File: src/rtl/split_arb_pkg.sv
package split_arb_pkg;
  typedef enum logic [1:0] {
    APH_IDLE  = 2'd0,
    APH_GRANT = 2'd1,
    APH_ACK   = 2'd2
  } aphase_e;
endpackage

File: src/rtl/split_arb_rr_pick.sv
module split_arb_rr_pick #(
  parameter int N   = 4,
  parameter int IDW = 2
) (
  input  logic [N-1:0]   req,
  input  logic [IDW-1:0] start,
  output logic           found,
  output logic [IDW-1:0] win
);
  int unsigned idx_v;

  // scan N positions beginning at start, wrapping at N
  always_comb begin
    found = 1'b0;
    win   = '0;
    idx_v = 0;
    for (int i = 0; i < N; i++) begin
      idx_v = int'(start) + i;
      if (idx_v >= N) idx_v = idx_v - N;
      if (!found && req[idx_v]) begin
        found = 1'b1;
        win   = IDW'(idx_v);
      end
    end
  end
endmodule

File: src/rtl/split_arb_id_fifo.sv
module split_arb_id_fifo #(
  parameter int DEPTH = 2,
  parameter int W     = 2
) (
  input  logic         clk,
  input  logic         rst,
  input  logic         push,
  input  logic [W-1:0] push_id,
  input  logic         pop,
  output logic [W-1:0] head,
  output logic         empty,
  output logic         full
);
  localparam int PW = (DEPTH > 1) ? $clog2(DEPTH) : 1;
  localparam int CW = $clog2(DEPTH + 1);

  logic [W-1:0]  slots [DEPTH];
  logic [PW-1:0] wr_q, rd_q;
  logic [CW-1:0] fill_q;

  function automatic logic [PW-1:0] bump(input logic [PW-1:0] p);
    return (p == PW'(DEPTH - 1)) ? '0 : p + 1'b1;
  endfunction

  always_ff @(posedge clk) begin
    if (rst) begin
      wr_q   <= '0;
      rd_q   <= '0;
      fill_q <= '0;
    end else begin
      if (push) begin
        slots[wr_q] <= push_id;
        wr_q        <= bump(wr_q);
      end
      if (pop) rd_q <= bump(rd_q);
      if (push && !pop)      fill_q <= fill_q + 1'b1;
      else if (pop && !push) fill_q <= fill_q - 1'b1;
    end
  end

  assign head  = slots[rd_q];
  assign empty = (fill_q == '0);
  assign full  = (fill_q == CW'(DEPTH));
endmodule

File: src/rtl/split_bus_arbiter.sv
module split_bus_arbiter #(
  parameter int N_MASTERS  = 4,
  parameter int PIPE_DEPTH = 2
) (
  input  logic                 clk,
  input  logic                 rst,
  input  logic [N_MASTERS-1:0] abus_req,
  output logic [N_MASTERS-1:0] abus_gnt,
  output logic                 abus_ack,
  output logic [N_MASTERS-1:0] dbus_gnt,
  input  logic [N_MASTERS-1:0] dbus_last
);
  import split_arb_pkg::*;

  localparam int IDW = (N_MASTERS > 1) ? $clog2(N_MASTERS) : 1;
  localparam logic [N_MASTERS-1:0] ONE = N_MASTERS'(1);

  aphase_e        aph_q;
  logic [IDW-1:0] rr_ptr_q, owner_q;
  logic           pick_found;
  logic [IDW-1:0] pick_win;
  logic           q_push, q_pop, q_empty, q_full;
  logic [IDW-1:0] q_head;
  logic           dbusy_q;

  split_arb_rr_pick #(.N(N_MASTERS), .IDW(IDW)) u_pick (
    .req   (abus_req),
    .start (rr_ptr_q),
    .found (pick_found),
    .win   (pick_win)
  );

  split_arb_id_fifo #(.DEPTH(PIPE_DEPTH), .W(IDW)) u_pend (
    .clk     (clk),
    .rst     (rst),
    .push    (q_push),
    .push_id (owner_q),
    .pop     (q_pop),
    .head    (q_head),
    .empty   (q_empty),
    .full    (q_full)
  );

  // the acknowledge and the queue push happen on the same edge
  assign q_push = (aph_q == APH_GRANT) && !q_full;
  // the final beat counts only from the granted master
  assign q_pop  = dbusy_q && |(dbus_gnt & dbus_last);

  // address side
  always_ff @(posedge clk) begin
    if (rst) begin
      aph_q    <= APH_IDLE;
      abus_gnt <= '0;
      abus_ack <= 1'b0;
      rr_ptr_q <= '0;
      owner_q  <= '0;
    end else begin
      unique case (aph_q)
        APH_IDLE: if (pick_found) begin
          abus_gnt <= ONE << pick_win;
          owner_q  <= pick_win;
          rr_ptr_q <= (pick_win == IDW'(N_MASTERS - 1)) ? '0 : pick_win + 1'b1;
          aph_q    <= APH_GRANT;
        end
        APH_GRANT: if (!q_full) begin
          abus_ack <= 1'b1;
          aph_q    <= APH_ACK;
        end
        APH_ACK: begin
          abus_ack <= 1'b0;
          abus_gnt <= '0;
          aph_q    <= APH_IDLE;
        end
        default: aph_q <= APH_IDLE;
      endcase
    end
  end

  // data side
  always_ff @(posedge clk) begin
    if (rst) begin
      dbusy_q  <= 1'b0;
      dbus_gnt <= '0;
    end else if (dbusy_q) begin
      if (q_pop) begin
        dbusy_q  <= 1'b0;
        dbus_gnt <= '0;
      end
    end else if (!q_empty) begin
      dbusy_q  <= 1'b1;
      dbus_gnt <= ONE << q_head;
    end
  end
endmodule

File: config.mk
export PLATFORM = sky130hd
export DESIGN_NAME = split_bus_arbiter
export DESIGN_NICKNAME = d
export VERILOG_FILES = /design/src/rtl/split_arb_pkg.sv /design/src/rtl/split_arb_rr_pick.sv /design/src/rtl/split_arb_id_fifo.sv /design/src/rtl/split_bus_arbiter.sv
export SDC_FILE = /design/constraint.sdc
export NUM_CORES = 1
export LEC_CHECK = 0
export BUFFER_PORTS_ARGS = -buffer_cell sky130_fd_sc_hd__buf_2
export CAP_MARGIN = 0
export CORE_MARGIN = 2
export CORE_UTILIZATION = 43
export CTS_BUF_LIST = sky130_fd_sc_hd__clkbuf_2
export CTS_CLUSTER_SIZE = 16
export DETAILED_ROUTE_END_ITERATION = 7
export GPL_TIMING_DRIVEN = 0
export SYNTH_ARGS = -nofsm -noshare
export SYNTH_HDL_FRONTEND = slang
export SYNTH_HIERARCHICAL = 1
export SYNTH_SLANG_ARGS = --single-unit
File: constraint.sdc
create_clock -name clk -period 2.1 [get_ports clk]
set_clock_uncertainty 0.2 [all_clocks]
set_input_delay 0.105 -clock clk [delete_from_list [all_inputs] [get_ports clk]]
set_output_delay 0.105 -clock clk [all_outputs]
set_load 0.02 [all_outputs]
==> flow_summary.yaml, run 1 <==
run_status:
  status: "complete, no violations"
cts:
  clk_pin_slew_worst_paths_ns: 0.23
  clk_latency_ns: 0.33
  htree_levels: 1
  cts_buffers: 3
  clockBufferDepth: 2
  cts_tree: "yes"
  cts_root_buf: "clkbuf_2"
  cts.sinks: 25
cells_and_area:
  fin_nets: 168
  fin_cells: 182
  fin_area_um2: 1400
  multi_input_area_um2: 563
  insertedDiodeCount: 0
  area_growth_pct: 23.1
  seq_area_um2: 547
  layout-drive-gt1-share_pct: 25.7
  fill_cells: 221
global_routing:
  antenna_found_initial: 0
  grt_max_degree: 16
  grt.total_usage_pct: 16.0
  grt_pass1_wl_um: 4000
  grt_pass1_vias: 936
  grt_overflow: 0
route:
  num_vias: 942
  drt-initial-drc-count: 30
  ant_nets: 0
  routed_via_density: 5.18
  drc_errors: 0
  wirelength_um: 2290
  dr.pass1.iters: 4
  wl_per_cell_um: 12.6
sta:
  slew_headroom_pct: 69.6
  min_period_over_period_pct: 95.4
  setup_viol: 0
  rsz0062_at_grt: "no"
  tns_ns: 0
  slew_viol_final: 0
  clock.fmax_mhz: 499
  finalWorstSetupSlack_ns: 0.0962
  hold-worst-slack_ns: 0.0638
  worst_pin_slew_ns: 0.456
  period_needed_ns: 2.00
  hold_violations: 0
floorplanning:
  die-area_um2: 3080
  die_w_um: 55.5
  row_count: 18
  die_h_um: 55.5
  start_util_pct: 45.5
  ioPinCount: 19
  core_um2: 2500
placement:
  gp_congestion: 0.728
  placed_cells: 168
  io_buffers: 18
  dpl_cell_area_um2: 1270
  dp_slack_ns: 0.0279
  dp.final_hpwl_um: 1660
critical_path:
  worstPathRequired_ns: 2.19
  start_kind: "input port"
  reg2regPathDepth: 7
  worstPathArrival_ns: 2.10
  critical_path.endpoint_type: "register"
  crit_type: "input port to register"
  path_max_fanout: 3
synth:
  yosys_warnings: 6
  synth.distinct_cells: 30
  syn_area_um2: 1140
  synthCells: 120
  ys_ff_latch: 25
  syn-num-nets: 135
  ys_seq_area_share_pct: 47.5
  avgSynthCellArea_um2: 9.49
job:
  maxCapViolCount: 0
power_and_ir_drop:
  ir_worst_vdd_mv: 0.613
  powerDensity_nw_per_um2: 1110
  leakage_nw: 0.611
min_path:
  min_path_type: "input port to register"
  worstHoldPathCells: 5
critical path: stages:
cell	delay, ns
dlygate4sd3_1	0.54
buf_2	0.12
a22oi_1	0.18
nand2_1	0.13
and2_1	0.20
inv_1	0.06
ha_1	0.25
or3_1	0.38
a21oi_1	0.14
layer usage:
| metal | vias up | wire [µm] | global-route usage [%] |
|---|---|---|---|
| li1 | 485 | - | - |
| met1 | 434 | 1020 | 18.4 |
| met2 | 21 | 1160 | 29.1 |
| met3 | 2 | 102 | 4.45 |
| met4 | 0 | 10 | 3.83 |
| met5 | - | 0 | 0 |
logic make-up after synthesis:
kind of cell | after synthesis | synth area share, %
AO/OA/AOI/OAI | 27 | 15.6
XOR/XNOR | 4 | 3.08
multiplexers | 7 | 6.37
adder cells (fa/ha/maj) | 5 | 5.49
buffers and inverters | 13 | 4.29
AND/OR/NAND/NOR | 39 | 17.7
flip-flops | 25 | 47.5
repair_timing:
item | 4_1_cts | 5_1_grt
buffers inserted | 0 | 3
hold endpoints to repair | 12 | 0
pin swaps | 0 | 1
hold buffers | 7 | 0
setup endpoints to repair | 1 | 5
gates resized for setup | 1 | 8
synthesized netlist by cell type:
master | instances | area share (%)
clkbuf_1 | 3 | 0.99
xnor2_1 | 2 | 1.5
dfxtp_1 | 21 | 37
a22oi_1 | 6 | 4.0
a31oi_1 | 1 | 0.55
inv_1 | 9 | 3.0
or2_2 | 1 | 0.55
nand2b_1 | 1 | 0.55
o32ai_1 | 4 | 3.1
nor3_1 | 2 | 0.88
or3_1 | 1 | 0.55
nor2_1 | 19 | 6.3
mux2i_1 | 5 | 4.4
and2_1 | 1 | 0.55
and3b_1 | 2 | 1.5
nand3_1 | 1 | 0.44
nor3b_1 | 3 | 2.0
a21oi_1 | 10 | 4.4
o21ai_0 | 3 | 1.3
nand2_1 | 6 | 2.0
inv_2 | 1 | 0.33
o221ai_1 | 1 | 0.77
ha_1 | 5 | 5.5
o21bai_1 | 1 | 0.66
and2b_2 | 1 | 0.77
a221o_1 | 1 | 0.88
xor2_1 | 2 | 1.5
edfxtp_1 | 4 | 11
nor3b_4 | 1 | 1.6
mux2_2 | 2 | 2.0
stage by stage:
stage          total power [W]  utilization, %
3_3_place_gp           0.00126            50.7
4_1_cts                0.00151            54.4
6_report               0.00155            56.1
3_5_place_dp           0.00129            50.7
5_1_grt                0.00169            56.1
2_1_floorplan          0.00113               -
flip-flops by register name, summed over array words and instances, names as in the netlist, named ones only:
signal,count
u_pend/rd_q,1
rr_ptr_q,2
u_pend/slots,4
owner_q,2
u_pend/wr_q,1
abus_ack,1
abus_gnt,4
dbusy_q,1
aph_q,2
dbus_gnt,4
u_pend/fill_q,2
placed cells by master, fill, tap and decap left out, types with 3 or more instances in the layout:
cell	n
a21oi_1	9
a22oi_1	5
buf_2	18
buf_4	3
clkbuf_1	3
clkbuf_2	3
dfxtp_1	18
dlygate4sd3_1	7
edfxtp_1	4
ha_1	5
inv_1	8
mux2i_1	5
nand2_1	5
nor2_1	18
nor3b_1	3
o21ai_0	3
o32ai_1	4
cell type report:
type / count / share of cell area, %
timing repair buffer: 28 / 13.0
clock inverter: 1 / 0.536
multi-input combinational: 82 / 40.2
sequential: 25 / 39.0
inverter: 10 / 2.68
buffer: 3 / 0.804
clock buffer: 3 / 1.07
tap: 30 / 2.68
power breakdown:
group	leakage [nW]	switching, W	internal, W	total (W)
combinational	0.387	0.000350	0.000302	0.000652
clock	0.0126	0.000138	0.0000443	0.000182
sequential	0.211	0.000106	0.000609	0.000716
total	0.611	0.000594	0.000955	0.00155
worst paths after layout:
kind           startpoint                 end  slack [ns]
max          dbus_last[3]    u_pend/fill_q[1]         0.1
min           abus_req[3]          owner_q[1]        0.06
max reg2reg   dbus_gnt[3]    u_pend/fill_q[1]        0.13
min reg2reg    owner_q[0]  u_pend/slots[0][0]        0.28
No activity file was read; power rests on OpenSTA's default activity.
==> run 2: changes to the inputs <==
Settings changed: ABC_AREA set to 1, CTS_BUF_LIST sky130_fd_sc_hd__clkbuf_2 to sky130_fd_sc_hd__clkbuf_8.
==> run 2 against run 1 <==
Net effect: critical path type is now register to register; maximum frequency rose by 1.4%; first-iteration DRC count rose by 47%; sequential share of layout area fell by 7.1 points; largest cell class unchanged; hold slack got worse by 0.0086 ns; largest power group is now combinational cells; final cell count increased by 42%; wire length grew 24%; synthesized cell count up 56%.
==> flow_summary.yaml, run 2 <==
synth:
  syn_area_um2: 1450
  yosys_warnings: 6
  avgSynthCellArea_um2: 7.75
  synthAdderAreaFrac_pct: 4.32
  ys_seq_area_share_pct: 37.3
  synth_commonest_cells: "nand2_1 (40), inv_1 (23), dfxtp_1 (21)"
  syn-num-nets: 202
  synth_top_area_cell: "dfxtp_1"
  post-synth-top-count-cell: "nand2_1"
  synth_top_family_by_area: "simple AND/OR/NAND/NOR gates"
  synth_xor_area_share_pct: 0.604
  synth_edf_count: 4
  synthCells: 187
  async_reset_ff_share_pct: 0
  synth.distinct_cells: 30
  synth_top_area_share_pct: 29.0
  synth_compound_area_share_pct: 10.3
  synthSimpleGateAreaFrac_pct: 35.8
  yosys-top-cells-area: "dfxtp_1 (29%), nand2_1 (10%), edfxtp_1 (8.3%), nand2_2 (6.5%), inv_1 (6.0%)"
  synth_mux_area_share_pct: 1.55
  synth_ff_type: "dfxtp_1"
  ys_ff_latch: 25
critical_path:
  start_kind: "register"
  cpMostUsedCell: "nand2_2"
  crit_family: "simple AND/OR/NAND/NOR gates"
  r2r_setup_slack_ns: 0.12
  path_max_fanout: 10
  critical_path.endpoint_type: "register"
  worst-path-stages: 13
  crit_end: "owner_q[1]"
  slowest_delay_ns: 0.34
  slowest_stage: "dfxtp_2"
  worstPathRequired_ns: 2.06
  r2r_end: "owner_q[1]"
  critPathBufInv: 4
  reg2regPathDepth: 13
  worstPathArrival_ns: 1.94
  crit_type: "register to register"
  cp_cell_sequence: "buf_6, nand2_2, nand2_4, nand2_2, nand2_2, nor2_4, buf_4, nand3b_1, nand3_4, inv_4, buf_12, o21ai_2, a21oi_1"
  critPathLaunch: "rr_ptr_q[0]"
  regToRegStartpoint: "rr_ptr_q[0]"
route:
  routed_via_density: 4.73
  wirelength_um: 2830
  drt-initial-drc-count: 44
  ant_nets: 0
  dr.pass1.iters: 4
  drc_errors: 0
  num_vias: 1225
  wl_per_cell_um: 10.9
floorplanning:
  core_um2: 3280
  die-area_um2: 3850
  row_count: 21
  die_h_um: 62.0
  die_w_um: 62.0
  start_util_pct: 44.1
  ioPinCount: 19
power_and_ir_drop:
  sequentialPowerShare_pct: 29.4
  ir_worst_vdd_mv: 0.737
  p_comb_share_pct: 59.3
  powerDensity_nw_per_um2: 1510
  p_int_w: 0.00139
  p_clk_share_pct: 11.3
  switching_share_pct: 46.0
  p_sw_w: 0.00119
  leakage_nw: 0.798
cts:
  cts.sinks: 25
  cts_buffers: 3
  cts_tree: "yes"
  htree_levels: 1
  clk_pin_slew_worst_paths_ns: 0.09
  clockBufferDepth: 2
  clk_latency_ns: 0.27
  cts_root_buf: "clkbuf_8"
sta:
  period_needed_ns: 1.98
  slew_viol_final: 0
  slew_headroom_pct: 78.6
  setup_viol: 0
  worst_pin_slew_ns: 0.318
  hold_violations: 0
  clock.fmax_mhz: 506
  hold-worst-slack_ns: 0.0552
  rsz0062_at_grt: "no"
  min_period_over_period_pct: 94.1
min_path:
  min_path_type: "input port to register"
global_routing:
  grt_pass1_wl_um: 4490
  grt_pass1_vias: 1042
  grt_max_degree: 16
  grt_overflow: 0
  grt.total_usage_pct: 16.3
  antenna_found_initial: 0
cells_and_area:
  fill_cells: 333
  fin_nets: 229
  layout-drive-gt1-share_pct: 37.6
  top_regs: "abus_gnt x4, dbus_gnt x4, u_pend/slots x4"
  mostFrequentLayoutCells: "nand2_1 (39), inv_1 (21), buf_2 (19), dfxtp_1 (19), nand2_2 (16)"
  final_common_cell: "nand2_1"
  final_core_util_pct: 52.1
  area_growth_pct: 18.0
  insertedDiodeCount: 0
placement:
  gp_congestion: 0.716
  io_buffers: 18
  dp.final_hpwl_um: 2120
run_status:
  status: "complete, no violations"
job:
  maxCapViolCount: 0
[run 2: cell type report]
class                   instances  area, µm²  share of cell area (%)
multi-input cells             130        788                    46.1
flip-flops and latches         25        546                    31.9
repair buffers                 22        123                    7.17
inverters                      29        111                    6.51
well taps                      46       57.6                    3.37
clock buffers                   3       41.3                    2.41
plain buffers                   3       36.3                    2.12
clock inverters                 1       7.51                   0.439
[run 2: through the flow]
stage	setup slack [ns]	std cells	TNS [ns]	instance area [µm²]	power [W]
2_1_floorplan	0.151	187	0	1450	0.00186
3_3_place_gp	-0.0488	251	-0.0488	1600	0.00209
3_5_place_dp	-0.0852	251	-0.0852	1600	0.00212
4_1_cts	0.0221	256	0	1660	0.00244
5_1_grt	0.0127	259	0	1710	0.00282
6_report	0.124	259	0	1710	0.00258
[run 2: cells by family (layout without fill, tap and decap cells)]
group                    count (synthesis)  count (layout)
buffers and inverters                   32              58
flip-flops                              25              25
adder cells (fa/ha/maj)                  5               5
XOR/XNOR                                 1               1
multiplexers                             2               2
AO/OA/AOI/OAI                           23              23
AND/OR/NAND/NOR                         99              99
[run 2: worst min path at each step]
stage / start / to / cells past startpoint
finish: dbus_last[3] / dbus_gnt[2] / 6
global route: dbus_last[3] / dbus_gnt[3] / 6
CTS: dbus_last[3] / dbus_gnt[2] / 6
detailed placement: rst / abus_gnt[3] / 2
global placement: rst / abus_gnt[3] / 2
floorplan: rst / abus_gnt[3] / 1
[run 2: timing repair]
action | 4_1_cts | 5_1_grt
hold buffers | 1 | 0
setup endpoints to repair | 1 | 1
pin swaps | 0 | 2
endpoints found under the hold margin | 6 | 0
buffers inserted | 0 | 3
gates resized for setup | 4 | 7
[run 2: power groups by stage]
stage / combinational [W] / clock, W / sequential, W
after global placement: 0.00133 / 0 / 0.000755
after global routing: 0.00171 / 0.000323 / 0.000781
after detailed placement: 0.00136 / 0 / 0.000763
final: 0.00153 / 0.000292 / 0.000758
after floorplan: 0.00106 / 0 / 0.000804
after CTS: 0.00138 / 0.000305 / 0.000756
[run 2: worst register-to-register path: stages (launching register included)]
cell and delay (ns):
dfxtp_2 0.34, buf_6 0.14, nand2_2 0.09, nand2_4 0.07
nand2_2 0.06, nand2_2 0.06, nor2_4 0.14, buf_4 0.12
nand3b_1 0.11, nand3_4 0.15, inv_4 0.06, buf_12 0.14
o21ai_2 0.12, a21oi_1 0.06
[run 2: routing by layer]
| layer | wire [µm] | GRT usage, % | part of all wire, % | vias to the layer above |
|---|---|---|---|---|
| met2 | 1320 | 24.1 | 47 | 13 |
| met1 | 1380 | 21.9 | 49 | 558 |
| met4 | 52 | 7.29 | 1.8 | 0 |
| met3 | 72 | 4.97 | 2.5 | 5 |
| met5 | 0 | 0 | 0 | - |
| li1 | - | - | - | 649 |
